## src/rtl/rxpp_pkg.sv

```systemverilog
package rxpp_pkg;
  localparam int unsigned LEN_W       = 11;
  localparam int unsigned CTL_RX_EN   = 1;
  localparam int unsigned CTL_RELEASE = 4;
  localparam int unsigned CTL_IRQ_EN  = 5;
  localparam int unsigned CTL_DONE    = 8;
  localparam int unsigned CTL_CRC     = 9;
  localparam int unsigned CTL_LEN_LSB = 16;

  typedef struct packed {
    logic             crc_err;
    logic [LEN_W-1:0] len;
  } slot_info_t;
endpackage

```

## src/rtl/rxpp_ctrl_decode.sv

```systemverilog
module rxpp_ctrl_decode (
  input  logic        clk_i,
  input  logic        rst_ni,
  input  logic        we_i,
  input  logic [31:0] wdata_i,
  output logic        flush_o,
  output logic        release_o,
  output logic        rx_en_o,
  output logic        irq_en_o
);
  import rxpp_pkg::*;

  assign flush_o   = we_i && (wdata_i == '0);
  assign release_o = we_i && wdata_i[CTL_RELEASE];

  always_ff @(posedge clk_i or negedge rst_ni) begin
    if (!rst_ni) begin
      rx_en_o  <= 1'b0;
      irq_en_o <= 1'b0;
    end else if (we_i) begin
      rx_en_o  <= wdata_i[CTL_RX_EN];
      irq_en_o <= wdata_i[CTL_IRQ_EN];
    end
  end
endmodule

```

## src/rtl/rxpp_ring.sv

```systemverilog
module rxpp_ring #(
  parameter int unsigned NUM_BUFS = 4,
  localparam int unsigned IDX_W = $clog2(NUM_BUFS),
  localparam int unsigned CNT_W = $clog2(NUM_BUFS + 1)
) (
  input  logic             clk_i,
  input  logic             rst_ni,
  input  logic             flush_i,
  input  logic             push_i,
  input  logic             pop_i,
  output logic             accept_o,
  output logic             drop_o,
  output logic             full_o,
  output logic             nonempty_o,
  output logic [IDX_W-1:0] wr_idx_o,
  output logic [IDX_W-1:0] rd_idx_o
);
  localparam logic [IDX_W-1:0] LAST = IDX_W'(NUM_BUFS - 1);

  logic [CNT_W-1:0] cnt_q;
  logic             pop_ok;

  assign full_o     = (cnt_q == CNT_W'(NUM_BUFS));
  assign nonempty_o = (cnt_q != '0);
  assign accept_o   = push_i && !full_o && !flush_i;
  assign drop_o     = push_i && full_o && !flush_i;
  assign pop_ok     = pop_i && nonempty_o && !flush_i;

  always_ff @(posedge clk_i or negedge rst_ni) begin
    if (!rst_ni) begin
      cnt_q    <= '0;
      wr_idx_o <= '0;
      rd_idx_o <= '0;
    end else if (flush_i) begin
      cnt_q    <= '0;
      wr_idx_o <= '0;
      rd_idx_o <= '0;
    end else begin
      if (accept_o) wr_idx_o <= (wr_idx_o == LAST) ? '0 : wr_idx_o + 1'b1;
      if (pop_ok)   rd_idx_o <= (rd_idx_o == LAST) ? '0 : rd_idx_o + 1'b1;
      cnt_q <= cnt_q + CNT_W'(accept_o) - CNT_W'(pop_ok);
    end
  end
endmodule

```

## src/rtl/rxpp_slot_store.sv

```systemverilog
module rxpp_slot_store #(
  parameter int unsigned NUM_BUFS = 4,
  localparam int unsigned IDX_W = $clog2(NUM_BUFS)
) (
  input  logic                 clk_i,
  input  logic                 rst_ni,
  input  logic                 we_i,
  input  logic [IDX_W-1:0]     widx_i,
  input  rxpp_pkg::slot_info_t winfo_i,
  input  logic [IDX_W-1:0]     ridx_i,
  output rxpp_pkg::slot_info_t rinfo_o
);
  rxpp_pkg::slot_info_t slot_q [NUM_BUFS];

  for (genvar g = 0; g < NUM_BUFS; g++) begin : g_slot
    always_ff @(posedge clk_i or negedge rst_ni) begin
      if (!rst_ni)                               slot_q[g] <= '0;
      else if (we_i && widx_i == IDX_W'(g))      slot_q[g] <= winfo_i;
    end
  end

  assign rinfo_o = slot_q[ridx_i];
endmodule

```

## src/rtl/rx_pingpong_mgr.sv

```systemverilog
module rx_pingpong_mgr #(
  parameter int unsigned NUM_BUFS = 4,
  parameter int unsigned DROP_W   = 8,
  localparam int unsigned IDX_W   = $clog2(NUM_BUFS)
) (
  input  logic                       clk_i,
  input  logic                       rst_ni,
  input  logic                       ctrl_we_i,
  input  logic [31:0]                ctrl_wdata_i,
  output logic [31:0]                ctrl_rdata_o,
  input  logic                       fill_valid_i,
  input  logic [rxpp_pkg::LEN_W-1:0] fill_len_i,
  input  logic                       fill_crc_err_i,
  output logic                       fill_ready_o,
  output logic [IDX_W-1:0]           fill_idx_o,
  output logic [IDX_W-1:0]           rd_idx_o,
  output logic [DROP_W-1:0]          drop_cnt_o,
  output logic                       rx_irq_o
);
  import rxpp_pkg::*;

  logic flush, release_req, rx_en, irq_en;
  logic accept, drop, full, nonempty;
  slot_info_t winfo, rinfo;

  rxpp_ctrl_decode i_ctrl (
    .clk_i, .rst_ni,
    .we_i      (ctrl_we_i),
    .wdata_i   (ctrl_wdata_i),
    .flush_o   (flush),
    .release_o (release_req),
    .rx_en_o   (rx_en),
    .irq_en_o  (irq_en)
  );

  rxpp_ring #(.NUM_BUFS(NUM_BUFS)) i_ring (
    .clk_i, .rst_ni,
    .flush_i    (flush),
    .push_i     (fill_valid_i && rx_en),
    .pop_i      (release_req),
    .accept_o   (accept),
    .drop_o     (drop),
    .full_o     (full),
    .nonempty_o (nonempty),
    .wr_idx_o   (fill_idx_o),
    .rd_idx_o   (rd_idx_o)
  );

  assign winfo = '{crc_err: fill_crc_err_i, len: fill_len_i};

  rxpp_slot_store #(.NUM_BUFS(NUM_BUFS)) i_store (
    .clk_i, .rst_ni,
    .we_i    (accept),
    .widx_i  (fill_idx_o),
    .winfo_i (winfo),
    .ridx_i  (rd_idx_o),
    .rinfo_o (rinfo)
  );

  // saturating drop counter, kept across flush
  always_ff @(posedge clk_i or negedge rst_ni) begin
    if (!rst_ni)                      drop_cnt_o <= '0;
    else if (drop && !(&drop_cnt_o))  drop_cnt_o <= drop_cnt_o + 1'b1;
  end

  always_comb begin
    ctrl_rdata_o             = '0;
    ctrl_rdata_o[CTL_RX_EN]  = rx_en;
    ctrl_rdata_o[CTL_IRQ_EN] = irq_en;
    ctrl_rdata_o[CTL_DONE]   = nonempty;
    if (nonempty) begin
      ctrl_rdata_o[CTL_CRC]                  = rinfo.crc_err;
      ctrl_rdata_o[CTL_LEN_LSB +: LEN_W]     = rinfo.len;
    end
  end

  assign fill_ready_o = rx_en && !full;
  assign rx_irq_o     = nonempty && irq_en;
endmodule

```

## config.mk

```make
export PLATFORM = sky130hd
export DESIGN_NAME = rx_pingpong_mgr
export DESIGN_NICKNAME = d
export VERILOG_FILES = /design/src/rtl/rxpp_pkg.sv /design/src/rtl/rxpp_ctrl_decode.sv /design/src/rtl/rxpp_ring.sv /design/src/rtl/rxpp_slot_store.sv /design/src/rtl/rx_pingpong_mgr.sv
export SDC_FILE = /design/constraint.sdc
export NUM_CORES = 1
export LEC_CHECK = 0
export ABC_AREA = 1
export BUFFER_PORTS_ARGS = -buffer_cell sky130_fd_sc_hd__clkbuf_2
export CORE_ASPECT_RATIO = 0.5
export CORE_MARGIN = 4
export CORE_UTILIZATION = 45
export CTS_CLUSTER_DIAMETER = 120
export DETAILED_ROUTE_END_ITERATION = 10
export PLACE_DENSITY = 0.73
export SLEW_MARGIN = 10
export SYNTH_ARGS = -nofsm -noshare
export SYNTH_HDL_FRONTEND = slang
export SYNTH_SLANG_ARGS = --single-unit
```

## constraint.sdc

```tcl
create_clock -name clk_i -period 2.6 [get_ports clk_i]
set_clock_uncertainty 0.15 [all_clocks]
set_input_delay 0.39 -clock clk_i [delete_from_list [all_inputs] [get_ports clk_i]]
set_output_delay 0.39 -clock clk_i [all_outputs]
set_load 0.02 [all_outputs]
```

## Yosys cells after proc, flatten, opt, wreduce, memory -nomap -nowiden

Index checks and enable logic that the tools add are counted.

| storage, ports and cells | value |
|---|---|
| word-level logic and storage cells | 63 |
| input bits | 48 |
| output and inout bits | 46 |
| bits in registers | 65 |

| operators by class | value |
|---|---|
| multiplexer cells | 12 |
| eq/ne operators | 5 |
| bitwise operators | 1 |
| $lt $le $gt $ge | 1 |
| $add $sub $neg | 5 |
| reductions and logical operators | 25 |

Operators with widths:

| kind | count |
|---|---|
| 32-bit logical NOT | 1 |
| 12-bit binary-select mux with 2-bit select | 1 |
| 12-bit 2-to-1 mux | 2 |
| 1-bit logical AND | 16 |
| 2-bit 2-to-1 mux | 6 |
| 11-bit 2-to-1 mux | 1 |
| 8-bit by 1-bit adder with 8-bit output (second input constant) | 1 |
| 8-bit AND reduction | 1 |
| 2-bit == test (second input constant) | 3 |
| 2-bit by 1-bit adder with 2-bit output (second input constant) | 2 |
| 2-bit nonzero test | 2 |
| 3-bit by 1-bit adder with 3-bit output | 1 |
| 3-bit == test (second input constant) | 1 |
| 3-bit >= comparator (second input constant) | 1 |
| 1-bit logical NOT | 3 |
| 3-bit 2-to-1 mux | 1 |
| 2-bit NOT with 3-bit output | 1 |
| 3-bit nonzero test | 1 |
| 3-bit by 1-bit subtractor with 3-bit output | 1 |
| 2-bit by 1-bit == test with 1-bit output (second input constant) | 1 |
| 2-bit logical NOT | 1 |
| 1-bit 2-to-1 mux | 1 |

## Logic depth before layout (Yosys ltp)

Gate-level depths: netlist of run 1.

| logic depth | value |
|---|---|
| depth after elaboration | 7 |
| mapped depth | 15 |
| gate-level depth less buffers | 14 |

## Hierarchy

Synthesis of run 1 repeated with hierarchy kept, for this count alone.

| second synthesis, totals | value |
|---|---|
| cell total of the unflattened synthesis | 560 |
| area total of the unflattened synthesis | 3885.0 µm² |

By module, submodules not included:

| module | area each (µm²) | instances | cells an instance | sequential area each (µm²) |
|---|---|---|---|---|
| rxpp_slot_store | 2533.7 | 1 | 356 | 1201.2 |
| rx_pingpong_mgr | 729.4 | 1 | 117 | 200.2 |
| rxpp_ring | 421.7 | 1 | 51 | 175.2 |
| rxpp_ctrl_decode | 200.2 | 1 | 36 | 50.0 |

## Worst setup path before layout of run 1

OpenSTA, ideal clock, no wires.

| timing path | value |
|---|---|
| path type | flip-flop to flip-flop |
| start | reg i_ring.cnt_q[2] |
| end | reg i_ring.cnt_q[2] |
| stages on the path, launching flop included | 14 |
| data required time | 2328 ps |
| slack | 35 ps |
| library setup time | 122 ps |
| path buffers | 1 |
| arrival | 2294 ps |
| clock period less this slack | 2565 ps |
| path through | dfrtp_1 nor3b_2 nor2_2 nand2_1 inv_2 buf_2 nand2_1 ha_1 inv_1 ha_1 inv_1 fa_1 xor2_1 nor2_1 |

| between the ends | value |
|---|---|
| word-level cells in the longest chain between the ends | 7 |
| elaborated cells on any way between the ends | 10 |
| classes of those cells | add/sub: 2; eq/ne: 1; mux: 1; reduce/logical: 6 |

Ends and longest elaborated chain:

| item | line | source |
|---|---|---|
| start, declared | rxpp_ring.sv:20 | `logic [CNT_W-1:0] cnt_q;` |
| start signal, assigned | rxpp_ring.sv:41 | `cnt_q <= cnt_q + CNT_W'(accept_o) - CNT_W'(pop_ok);` |
| 3-bit == test | rxpp_ring.sv:23 | `assign full_o = (cnt_q == CNT_W'(NUM_BUFS));` |
| 1-bit logical NOT | rxpp_ring.sv:25 | `assign accept_o = push_i && !full_o && !flush_i;` |
| 1-bit logical AND (2 in a row) | rxpp_ring.sv:25 |  |
| 3-bit by 1-bit adder with 3-bit output | rxpp_ring.sv:41 |  |
| 3-bit by 1-bit subtractor with 3-bit output * | rxpp_ring.sv:41 |  |
| 3-bit 2-to-1 mux * | rxpp_ring.sv:34 | `end else if (flush_i) begin` |

Mark *: on every way between the ends. The rest lies on a longest branch, timed or not.
A chain may end at the register's enable or synchronous reset.

## Worst setup path after layout of run 1

| timing path | value |
|---|---|
| start | reg i_ring.cnt_q[1] |
| end | reg i_ring.cnt_q[2] |

Same word-level chain as after synthesis.

==> results.sh, run 1 <==
export IMPL_htreeDepth=3
export IMPL_synth_top_flop_cell="dfrtp_1"
export IMPL_synthMuxAreaShare_pct=0
export IMPL_totalWireLength_um=9981
export IMPL_synth_async_reset_ratio_pct=100.0
export IMPL_stdcell_count=708
export IMPL_drt_vias_per_instance=5.099
export IMPL_p_switching_mw=2.243
export IMPL_nNetsFinal=648
export IMPL_rsz0062_at_grt="false"
export IMPL_synth_compound_area_share_pct=5.370
export IMPL_dr_first_iter_drc_count=265
export IMPL_clock_latency_ns=0.33
export IMPL_die_x_um=138.3
export IMPL_cts_made_buffers=9
export IMPL_hp_class="in2reg"
export IMPL_netlist_area_um2=3821
export IMPL_worstPathArrival_ns=2.52
export IMPL_cp_end_kind="register"
export IMPL_tritoncts="yes"
export IMPL_initial_core_util_pct=46.92
export IMPL_overflow=0
export IMPL_first_pass_iters=4
export IMPL_netlist_top_cells_count="nand2_1 (140), nor2_1 (76), dfrtp_1 (65)"
export IMPL_report_final_setup_viol=0
export IMPL_intPower_mw=3.129
export IMPL_io_pins=94
export IMPL_fillers=752
export IMPL_period_needed_ns=2.411
export IMPL_final_cell_area_um2=4604
export IMPL_ir_worst_vdd_v=0.0005253
export IMPL_dp_hpwl_um=6722
export IMPL_gp_congestion=0.8023
export IMPL_startpoint_type="register"
export IMPL_yosysTopAreaCellShare_pct=42.57
export IMPL_synthAdderAreaFrac_pct=3.143
export IMPL_r2r_start="i_ring.cnt_q[1]"
export IMPL_cp_cell_sequence="buf_4 > nor3b_2 > nor2_2 > nand2_1 > inv_2 > nand2_1 > ha_1 > inv_1 > ha_1 > inv_1 > fa_1 > xor2_1 > nor2_1"
export IMPL_wire_per_inst_um=14.10
export IMPL_max_freq_mhz=414.7
export IMPL_detail_route_antenna_nets=0
export IMPL_cts_max_path_buffers=2
export IMPL_yosys_register_bits=65
export IMPL_dr_total_vias=3610
export IMPL_tightest_slew_ns=0.6788
export IMPL_path_delay_family="adder cells"
export IMPL_synth_top_family_by_area="simple AND/OR/NAND/NOR gates"
export IMPL_power_density_nw_per_um2=1167
export IMPL_fin_crit_sh_pct=92.74
export IMPL_crit_start="i_ring.cnt_q[1]"
export IMPL_cts_sinks=65
export IMPL_netlist_top_cells_area="dfrtp_1 (43%), nand2_1 (14%), nand4_1 (9.8%)"
export IMPL_placed_area_um2=4244
export IMPL_relSlewSlack_pct=54.74
export IMPL_hold_slack_ns=0.1559
export IMPL_yosysUniqueCellTypes=25
export IMPL_synth_simple_area_share_pct=35.59
export IMPL_syn_inst=512
export IMPL_fin_tns_setup_ns=0
export IMPL_root_buffer="clkbuf_16"
export IMPL_sw_frac_of_total_pct=41.75
export IMPL_seq_area_frac_synth_pct=42.57
export IMPL_seqPwrFrac_pct=32.0
export IMPL_pre_cts_ws_ns=0.1329
export IMPL_diodes=0
export IMPL_grt_pass1_vias=3451
export IMPL_crit_type="reg2reg"
export IMPL_fin_util_pct=56.54
export IMPL_totalPowerFinal_mw=5.372
export IMPL_pwr_share_comb_pct=43.7
export IMPL_required_ns=2.71
export IMPL_die_h_um=73.16
export IMPL_clkPwrFrac_pct=24.3
export IMPL_yosysWarnings=0
export IMPL_drc=0
export IMPL_crit_path_max_incr_delay_ns=0.41
export IMPL_grt_pass1_wl_um=16570
export IMPL_min_from="ctrl_wdata_i[5]"
export IMPL_core_um2=8144
export IMPL_synth_xor_area_share_pct=0.9168
export IMPL_worst_slack_ns=0.1887
export IMPL_drive_gt1_share_pct=21.81
export IMPL_maxCapViolations=0
export IMPL_io_buffers=76
export IMPL_place_inst=688
export IMPL_power_leakage_nw=2.472
export IMPL_clk_pin_slew_ns=0.05
export IMPL_grt_util_all_layers_pct=20.29
export IMPL_syn_area_per_cell_um2=7.463
export IMPL_worstPathMaxFanout=3
export IMPL_critPathSlowestCell="dfrtp_2"
export IMPL_slew_violations=0
export IMPL_crit_buf_inv=4
export IMPL_synth_edff_count=0
export IMPL_antenna_found_initial=0
export IMPL_synth_top_area_cell="dfrtp_1"
export IMPL_outcome="finished, final reports clean"
export IMPL_syn_to_final_growth_pct=20.50
export IMPL_die_area_um2=10120
export IMPL_final_hold_viol_count=0
export IMPL_rows=23
export IMPL_synth_most_common_cell="nand2_1"
export IMPL_grt_max_degree=68
## power by group through the flow
stage / registers, mW / clock network [mW] / logic [mW]
3_5_place_dp: 1.73 / 0 / 2.30
2_1_floorplan: 1.71 / 0 / 1.54
4_1_cts: 1.72 / 1.32 / 2.31
3_3_place_gp: 1.71 / 0 / 2.25
5_1_grt: 1.78 / 1.37 / 2.62
6_report: 1.72 / 1.31 / 2.35
## repair_timing
action / CTS / global route
hold endpoints to repair: 18 / 0
endpoints found under the setup margin: 0 / 5
setup buffers: 0 / 3
hold buffers: 1 / 0
gates resized for setup: 0 / 3
## metal layers
metal	vias to the layer above	part of all wire, %	track usage, %
li1	1798	-	-
met1	1685	43	25.93
met2	121	49	34.99
met3	6	8.0	5.366
met4	0	0.51	5.148
met5	-	0	0
## state kept, by name, summed over array words and instances, names as in the netlist
register and cells:
i_ring.rd_idx_o 2, i_ctrl.irq_en_o 1, drop_cnt_o 8, i_store.slot_q 48, i_ring.cnt_q 3, i_ctrl.rx_en_o 1
i_ring.wr_idx_o 2
## final cells by class
class                      count  area [um2]  area share (%)
timing repair buffer         101       583.1           12.66
multi-input combinational    376        1784           38.75
inverter                      38       146.4           3.179
clock inverter                 5       78.83           1.712
sequential                    65        1629           35.38
tap                          112       140.1           3.043
clock buffer                  11       242.7           5.272
## final timing paths
kind	end	slack, ns	cells after the start
hold reg to reg	i_store.slot_q[2]	0.31	2
setup reg to reg	i_ring.cnt_q[2]	0.19	13
max in group asynchronous	i_store.slot_q[2]	1.21	3
setup / recovery	i_ring.cnt_q[2]	0.19	13
hold / removal	i_ctrl.irq_en_o	0.16	3
min in group asynchronous	i_ring.cnt_q[1]	0.45	2
## cell usage in the layout (no fill, tap or decap), drive strengths merged
cell type,Yosys,layout
fa,1,1
nand3,18,18
nor3,1,1
clkinv,0,3
nand2,140,140
or2,3,3
nand4,60,60
conb,1,17
xor2,4,4
inv,38,37
clkbuf,4,87
ha,8,8
dfrtp,65,65
nor3b,1,1
a21oi,13,13
buf,45,24
nor4,3,3
clkinvlp,0,1
nor2,79,79
bufinv,0,2
dlygate4sd3,0,1
o21ai,28,28
## tightest hold or removal path, cell delays in order
cell and delay [ns]:
clkbuf_2 0.10, nand2_1 0.04, o21ai_0 0.06
## cells by family after synthesis
logic type / after synthesis
AO/OA/AOI/OAI: 41
adder cells (fa/ha/maj): 9
AND/OR/NAND/NOR: 305
XOR/XNOR: 4
flip-flops: 65
buffers and inverters: 87
other: 1
Power figures use the tool's default switching activity.
==> inputs of run 2 (changes only) <==
--- a/config.mk
+++ b/config.mk
@@ -9,8 +9,10 @@
 export BUFFER_PORTS_ARGS = -buffer_cell sky130_fd_sc_hd__clkbuf_2
+export CELL_PAD_IN_SITES_DETAIL_PLACEMENT = 1
+export CELL_PAD_IN_SITES_GLOBAL_PLACEMENT = 2
 export CORE_ASPECT_RATIO = 0.5
 export CORE_MARGIN = 4
-export CORE_UTILIZATION = 45
+export CORE_UTILIZATION = 30
 export CTS_CLUSTER_DIAMETER = 120
 export DETAILED_ROUTE_END_ITERATION = 10
-export PLACE_DENSITY = 0.73
+export PLACE_DENSITY = 0.84
 export SLEW_MARGIN = 10
==> constraint.sdc (replaced) <==
create_clock -name clk_i -period 2.6 [get_ports clk_i]
set_clock_uncertainty 0.15 [all_clocks]
set_input_delay 0.26 -clock clk_i [delete_from_list [all_inputs] [get_ports clk_i]]
set_output_delay 0.26 -clock clk_i [all_outputs]
set_load 0.02 [all_outputs]
==> results.sh, run 2 (synthesis gave the netlist of run 1 again) <==
export IMPL_largest_registers="i_store.slot_q: 48 flops, drop_cnt_o: 8 flops, i_ring.cnt_q: 3 flops"
export IMPL_diodes=0
export IMPL_drc=0
export IMPL_ir_worst_vdd_v=0.0003418
export IMPL_clock_latency_ns=0.33
export IMPL_grt_pass1_vias=3769
export IMPL_cts_sinks=65
export IMPL_htreeDepth=3
export IMPL_dr_first_iter_drc_count=159
export IMPL_initial_core_util_pct=31.52
export IMPL_io_pins=94
export IMPL_crit_type="reg2reg"
export IMPL_dr_total_vias=3609
export IMPL_nNetsFinal=646
export IMPL_drive_gt1_share_pct=21.25
export IMPL_crit_path_max_incr_delay_ns=0.52
export IMPL_max_freq_mhz=415.4
export IMPL_cp_cell_sequence="or2_2 > nor2_2 > inv_1 > nand3_1 > inv_1 > ha_1 > inv_1 > ha_1 > inv_1 > fa_2 > nor2_1"
export IMPL_cp_end_kind="register"
export IMPL_io_buffers=76
export IMPL_tightest_slew_ns=0.6979
export IMPL_period_needed_ns=2.407
export IMPL_first_pass_iters=4
export IMPL_clk_pin_slew_ns=0.05
export IMPL_die_area_um2=14720
export IMPL_relSlewSlack_pct=53.47
export IMPL_fillers=1550
export IMPL_mostFrequentLayoutCells="nand2_1 (140), nor2_1 (76), clkbuf_2 (76), dfrtp_1 (64), nand4_1 (60)"
export IMPL_power_leakage_nw=2.455
export IMPL_crit_buf_inv=4
export IMPL_power_density_nw_per_um2=1148
export IMPL_pre_cts_ws_ns=0.1401
export IMPL_rows=28
export IMPL_tritoncts="yes"
export IMPL_worstPathMaxFanout=4
export IMPL_final_hold_viol_count=0
export IMPL_fin_tns_setup_ns=0
export IMPL_dp_hpwl_um=7833
export IMPL_slew_violations=0
export IMPL_wire_per_inst_um=15.20
export IMPL_die_x_um=167.6
export IMPL_largest_reg_flops=48
export IMPL_cp_common_cell="inv_1"
export IMPL_gp_congestion=0.7503
export IMPL_layout_commonest_cell="nand2_1"
export IMPL_totalWireLength_um=11520
export IMPL_report_final_setup_viol=0
export IMPL_startpoint_type="register"
export IMPL_drt_vias_per_instance=4.761
export IMPL_worstPathArrival_ns=2.47
export IMPL_rsz0062_at_grt="false"
export IMPL_root_buffer="clkbuf_16"
export IMPL_maxCapViolations=0
export IMPL_overflow=0
export IMPL_largest_register="i_store.slot_q"
export IMPL_detail_route_antenna_nets=0
export IMPL_cts_made_buffers=9
export IMPL_required_ns=2.66
export IMPL_die_h_um=87.81
export IMPL_antenna_found_initial=0
export IMPL_cts_max_path_buffers=2
export IMPL_core_um2=12120
export IMPL_hp_class="in2reg"
export IMPL_grt_util_all_layers_pct=16.32
export IMPL_grt_max_degree=68
export IMPL_outcome="finished, final reports clean"
export IMPL_syn_to_final_growth_pct=21.12
export IMPL_grt_pass1_wl_um=19160
export IMPL_path_delay_family="adder cells"
export IMPL_worst_slack_ns=0.1927
export IMPL_fin_crit_sh_pct=92.59
export IMPL_critPathSlowestCell="fa_2"
-- run 2: cell types whose count changed in the layout (fill, tap and decap cells not counted), sizes merged --
| cell | previous run | this run |
|---|---|---|
| buf | 24 | 22 |
| bufinv | 2 | 1 |
| clkbuf | 87 | 88 |
| clkinv | 3 | 2 |
| clkinvlp | 1 | 0 |
| inv | 37 | 38 |
-- run 2: worst register-to-register path: stages (launching register included) --
cell,delay [ns]
dfrtp_2,0.42
or2_2,0.32
nor2_2,0.10
inv_1,0.06
nand3_1,0.08
inv_1,0.08
ha_1,0.28
inv_1,0.06
ha_1,0.13
inv_1,0.05
fa_2,0.52
nor2_1,0.05
-- run 2: power by group --
group	switching, mW	leakage (nW)	internal [mW]
Sequential	0.256	0.819	1.44
Combinational	1.58	1.49	0.816
Clock	0.439	0.148	0.786
-- run 2: worst paths after layout --
kind | start | end | slack, ns | cells past startpoint
worst max register to register | i_ring.cnt_q[1] | i_ring.cnt_q[1] | 0.19 | 11
worst min-delay path | ctrl_wdata_i[5] | i_ctrl.irq_en_o | 0.02 | 3
worst max-delay path | i_ring.cnt_q[1] | i_ring.cnt_q[1] | 0.19 | 11
worst min register to register | i_store.slot_q[30] | i_store.slot_q[30] | 0.31 | 2
max in group asynchronous | rst_ni | i_store.slot_q[41] | 1.65 | 3
min in group asynchronous | rst_ni | drop_cnt_o[0] | 0.33 | 3
-- run 2: area by class of cell --
cell class                 count  area [um2]  share of cell area (%)
clock buffer                  12       256.5                   5.542
clock inverter                 3       40.04                  0.8651
inverter                      38       142.6                   3.082
multi-input combinational    376        1787                   38.60
sequential                    65        1628                   35.17
tap                          165       206.4                   4.461
timing repair buffer          99       568.0                   12.27
-- run 2: repair_timing --
action | in CTS | in global routing
setup buffers | 0 | 1
endpoints found under the setup margin | 0 | 1
gates resized for setup | 0 | 2
hold endpoints to repair | 65 | 0
hold buffers | 1 | 0
-- run 2: per-stage QoR --
stage	instances	power, mW	instance area [um2]	util [%]	hold WS [ns]
after detailed placement	741	4.121	4310	35.56	0.1724
after global routing	758	5.773	4628	38.18	0.04763
after floorplan	528	3.256	3881	-	-0.1856
after global placement	741	4.038	4310	35.56	0.1637
final	758	5.313	4628	38.18	0.02449
after CTS	757	5.371	4617	38.09	0.01476
-- run 2: layer usage --
layer / track usage, % / share of wire, % / vias to the layer above
li1: - / - / 1790
met1: 21.76 / 49 / 1742
met2: 26.78 / 46 / 72
met3: 4.103 / 4.6 / 5
met4: 4.566 / 0.89 / 0
met5: 0 / 0 / -
==> inputs of run 3 (changes only) <==
CELL_PAD_IN_SITES_DETAIL_PLACEMENT = default   (was 1)
CELL_PAD_IN_SITES_GLOBAL_PLACEMENT = default   (was 2)
CORE_UTILIZATION = 45   (was 30)
MAX_ROUTING_LAYER = met4   (was default)
PLACE_DENSITY = 0.73   (was 0.84)
==> results.sh, run 3 (synthesis gave the netlist of run 1 again) <==
export IMPL_cp_end_kind="output port"
export IMPL_fin_crit_sh_pct=93.67
export IMPL_slew_violations=0
export IMPL_cts_made_buffers=9
export IMPL_die_h_um=73.16
export IMPL_worstPathMaxFanout=15
export IMPL_maxCapViolations=0
export IMPL_relSlewSlack_pct=54.44
export IMPL_initial_core_util_pct=46.92
export IMPL_layout_commonest_cell="nand2_1"
export IMPL_largest_registers="i_store.slot_q: 48 flops, drop_cnt_o: 8 flops, i_ring.cnt_q: 3 flops"
export IMPL_die_area_um2=10120
export IMPL_sw_frac_of_total_pct=40.93
export IMPL_rsz0062_at_grt="false"
export IMPL_seqPwrFrac_pct=32.1
export IMPL_largest_register="i_store.slot_q"
export IMPL_rows=23
export IMPL_outcome="finished, final reports clean"
export IMPL_clock_latency_ns=0.33
export IMPL_cp_common_cell="nor2_1"
export IMPL_drc=0
export IMPL_pwr_share_comb_pct=41.9
export IMPL_cp_cell_sequence="buf_4 > nor2_1 > nor2_1 > o21ai_0 > a21oi_1 > clkbuf_2"
export IMPL_grt_max_degree=68
export IMPL_die_x_um=138.3
export IMPL_totalWireLength_um=9812
export IMPL_power_leakage_nw=2.454
export IMPL_first_pass_iters=4
export IMPL_tritoncts="yes"
export IMPL_hp_class="in2reg"
export IMPL_nNetsFinal=643
export IMPL_report_final_setup_viol=0
export IMPL_p_switching_mw=2.201
export IMPL_required_ns=2.19
export IMPL_cts_max_path_buffers=2
export IMPL_dr_total_vias=3620
export IMPL_clk_pin_slew_ns=0.05
export IMPL_power_density_nw_per_um2=1176
export IMPL_antenna_found_initial=0
export IMPL_gp_congestion=0.7681
export IMPL_crit_type="reg2out"
export IMPL_io_pins=94
export IMPL_drt_vias_per_instance=5.149
export IMPL_critPathSlowestCell="dfrtp_1"
export IMPL_dp_hpwl_um=6452
export IMPL_worst_slack_ns=0.1647
export IMPL_clkPwrFrac_pct=26.0
export IMPL_core_um2=8144
export IMPL_detail_route_antenna_nets=0
export IMPL_fin_tns_setup_ns=0
export IMPL_mostFrequentLayoutCells="nand2_1 (140), nor2_1 (76), clkbuf_2 (76), dfrtp_1 (64), nand4_1 (60)"
export IMPL_pre_cts_ws_ns=0.1556
export IMPL_tightest_slew_ns=0.6834
export IMPL_intPower_mw=3.177
export IMPL_diodes=0
export IMPL_worstPathArrival_ns=2.03
export IMPL_ir_worst_vdd_v=0.0004696
export IMPL_dr_first_iter_drc_count=406
export IMPL_crit_path_max_incr_delay_ns=0.69
export IMPL_largest_reg_flops=48
export IMPL_grt_pass1_wl_um=16640
export IMPL_syn_to_final_growth_pct=19.68
export IMPL_startpoint_type="register"
export IMPL_overflow=0
export IMPL_wire_per_inst_um=13.96
export IMPL_grt_util_all_layers_pct=20.91
export IMPL_drive_gt1_share_pct=20.81
export IMPL_io_buffers=76
export IMPL_grt_pass1_vias=3469
export IMPL_htreeDepth=3
export IMPL_root_buffer="clkbuf_16"
export IMPL_max_freq_mhz=410.6
export IMPL_cts_sinks=65
export IMPL_final_hold_viol_count=0
export IMPL_period_needed_ns=2.435
-- run 3: changes by cell type in the layout (fill, tap and decap cells not counted), sizes merged --
cell / before / now
clkinvlp: 0 / 1
bufinv: 1 / 3
buf: 22 / 19
clkinv: 2 / 1
clkbuf: 88 / 87
-- run 3: critical path, delay by kind of cell, from the launching register on --
kind	cells	cell delay, ns
flops	1	0.69
buf+inv	2	0.52
compound gates	2	0.31
simple gates	2	0.17
-- run 3: cell type report --
class,count,area (um2)
clock inverters,5,102.6
flip-flops and latches,65,1628
inverters,38,142.6
well taps,112,140.1
clock buffers,11,242.7
fillers,790,3571
multi-input cells,376,1784
repair buffers,96,533.0
-- run 3: power groups by stage --
stage          sequential (mW)  clock (mW)  combinational [mW]
2_1_floorplan             1.71           0                1.54
3_3_place_gp              1.72           0                2.22
3_5_place_dp              1.74           0                2.25
4_1_cts                   1.73        1.41                2.27
5_1_grt                   1.78        1.47                2.54
6_report                  1.73        1.40                2.25
-- run 3: worst paths after layout --
kind | start | endpoint | slack (ns) | cells past startpoint
worst max-delay path | i_ring.rd_idx_o[0] | ctrl_rdata_o[23] | 0.16 | 6
worst min-delay path | ctrl_wdata_i[5] | i_ctrl.irq_en_o | 0.02 | 3
worst max register to register | i_ring.cnt_q[1] | i_ring.cnt_q[2] | 0.17 | 12
worst min register to register | i_store.slot_q[32] | i_store.slot_q[32] | 0.31 | 2
max in group asynchronous | rst_ni | i_store.slot_q[11] | 1.25 | 3
min in group asynchronous | rst_ni | i_ring.cnt_q[0] | 0.29 | 2
-- run 3: what timing repair did --
item	CTS	global route
buffers inserted	0	0
endpoints found under the hold margin	17	0
endpoints found under the setup margin	0	1
hold buffers	1	0
resized for setup	0	1
-- run 3: per-layer routing --
metal | wire, um | track usage, % | vias up
met5 | 0 | - | -
met4 | 87 | 4.162 | 0
met3 | 691 | 5.628 | 9
met2 | 4743 | 35.15 | 115
met1 | 4289 | 25.96 | 1707
li1 | - | - | 1789
-- run 3: through the flow --
stage | std cells | power (mW) | util [%] | cell area, um2 | hold slack [ns]
after global placement | 686 | 3.933 | 51.77 | 4217 | 0.09246
after CTS | 703 | 5.404 | 56.14 | 4572 | 0.01809
after global routing | 703 | 5.798 | 56.15 | 4573 | 0.05279
final | 703 | 5.378 | 56.15 | 4573 | 0.01721
after detailed placement | 686 | 3.985 | 51.77 | 4217 | 0.09169
after floorplan | 528 | 3.256 | - | 3881 | -0.1856
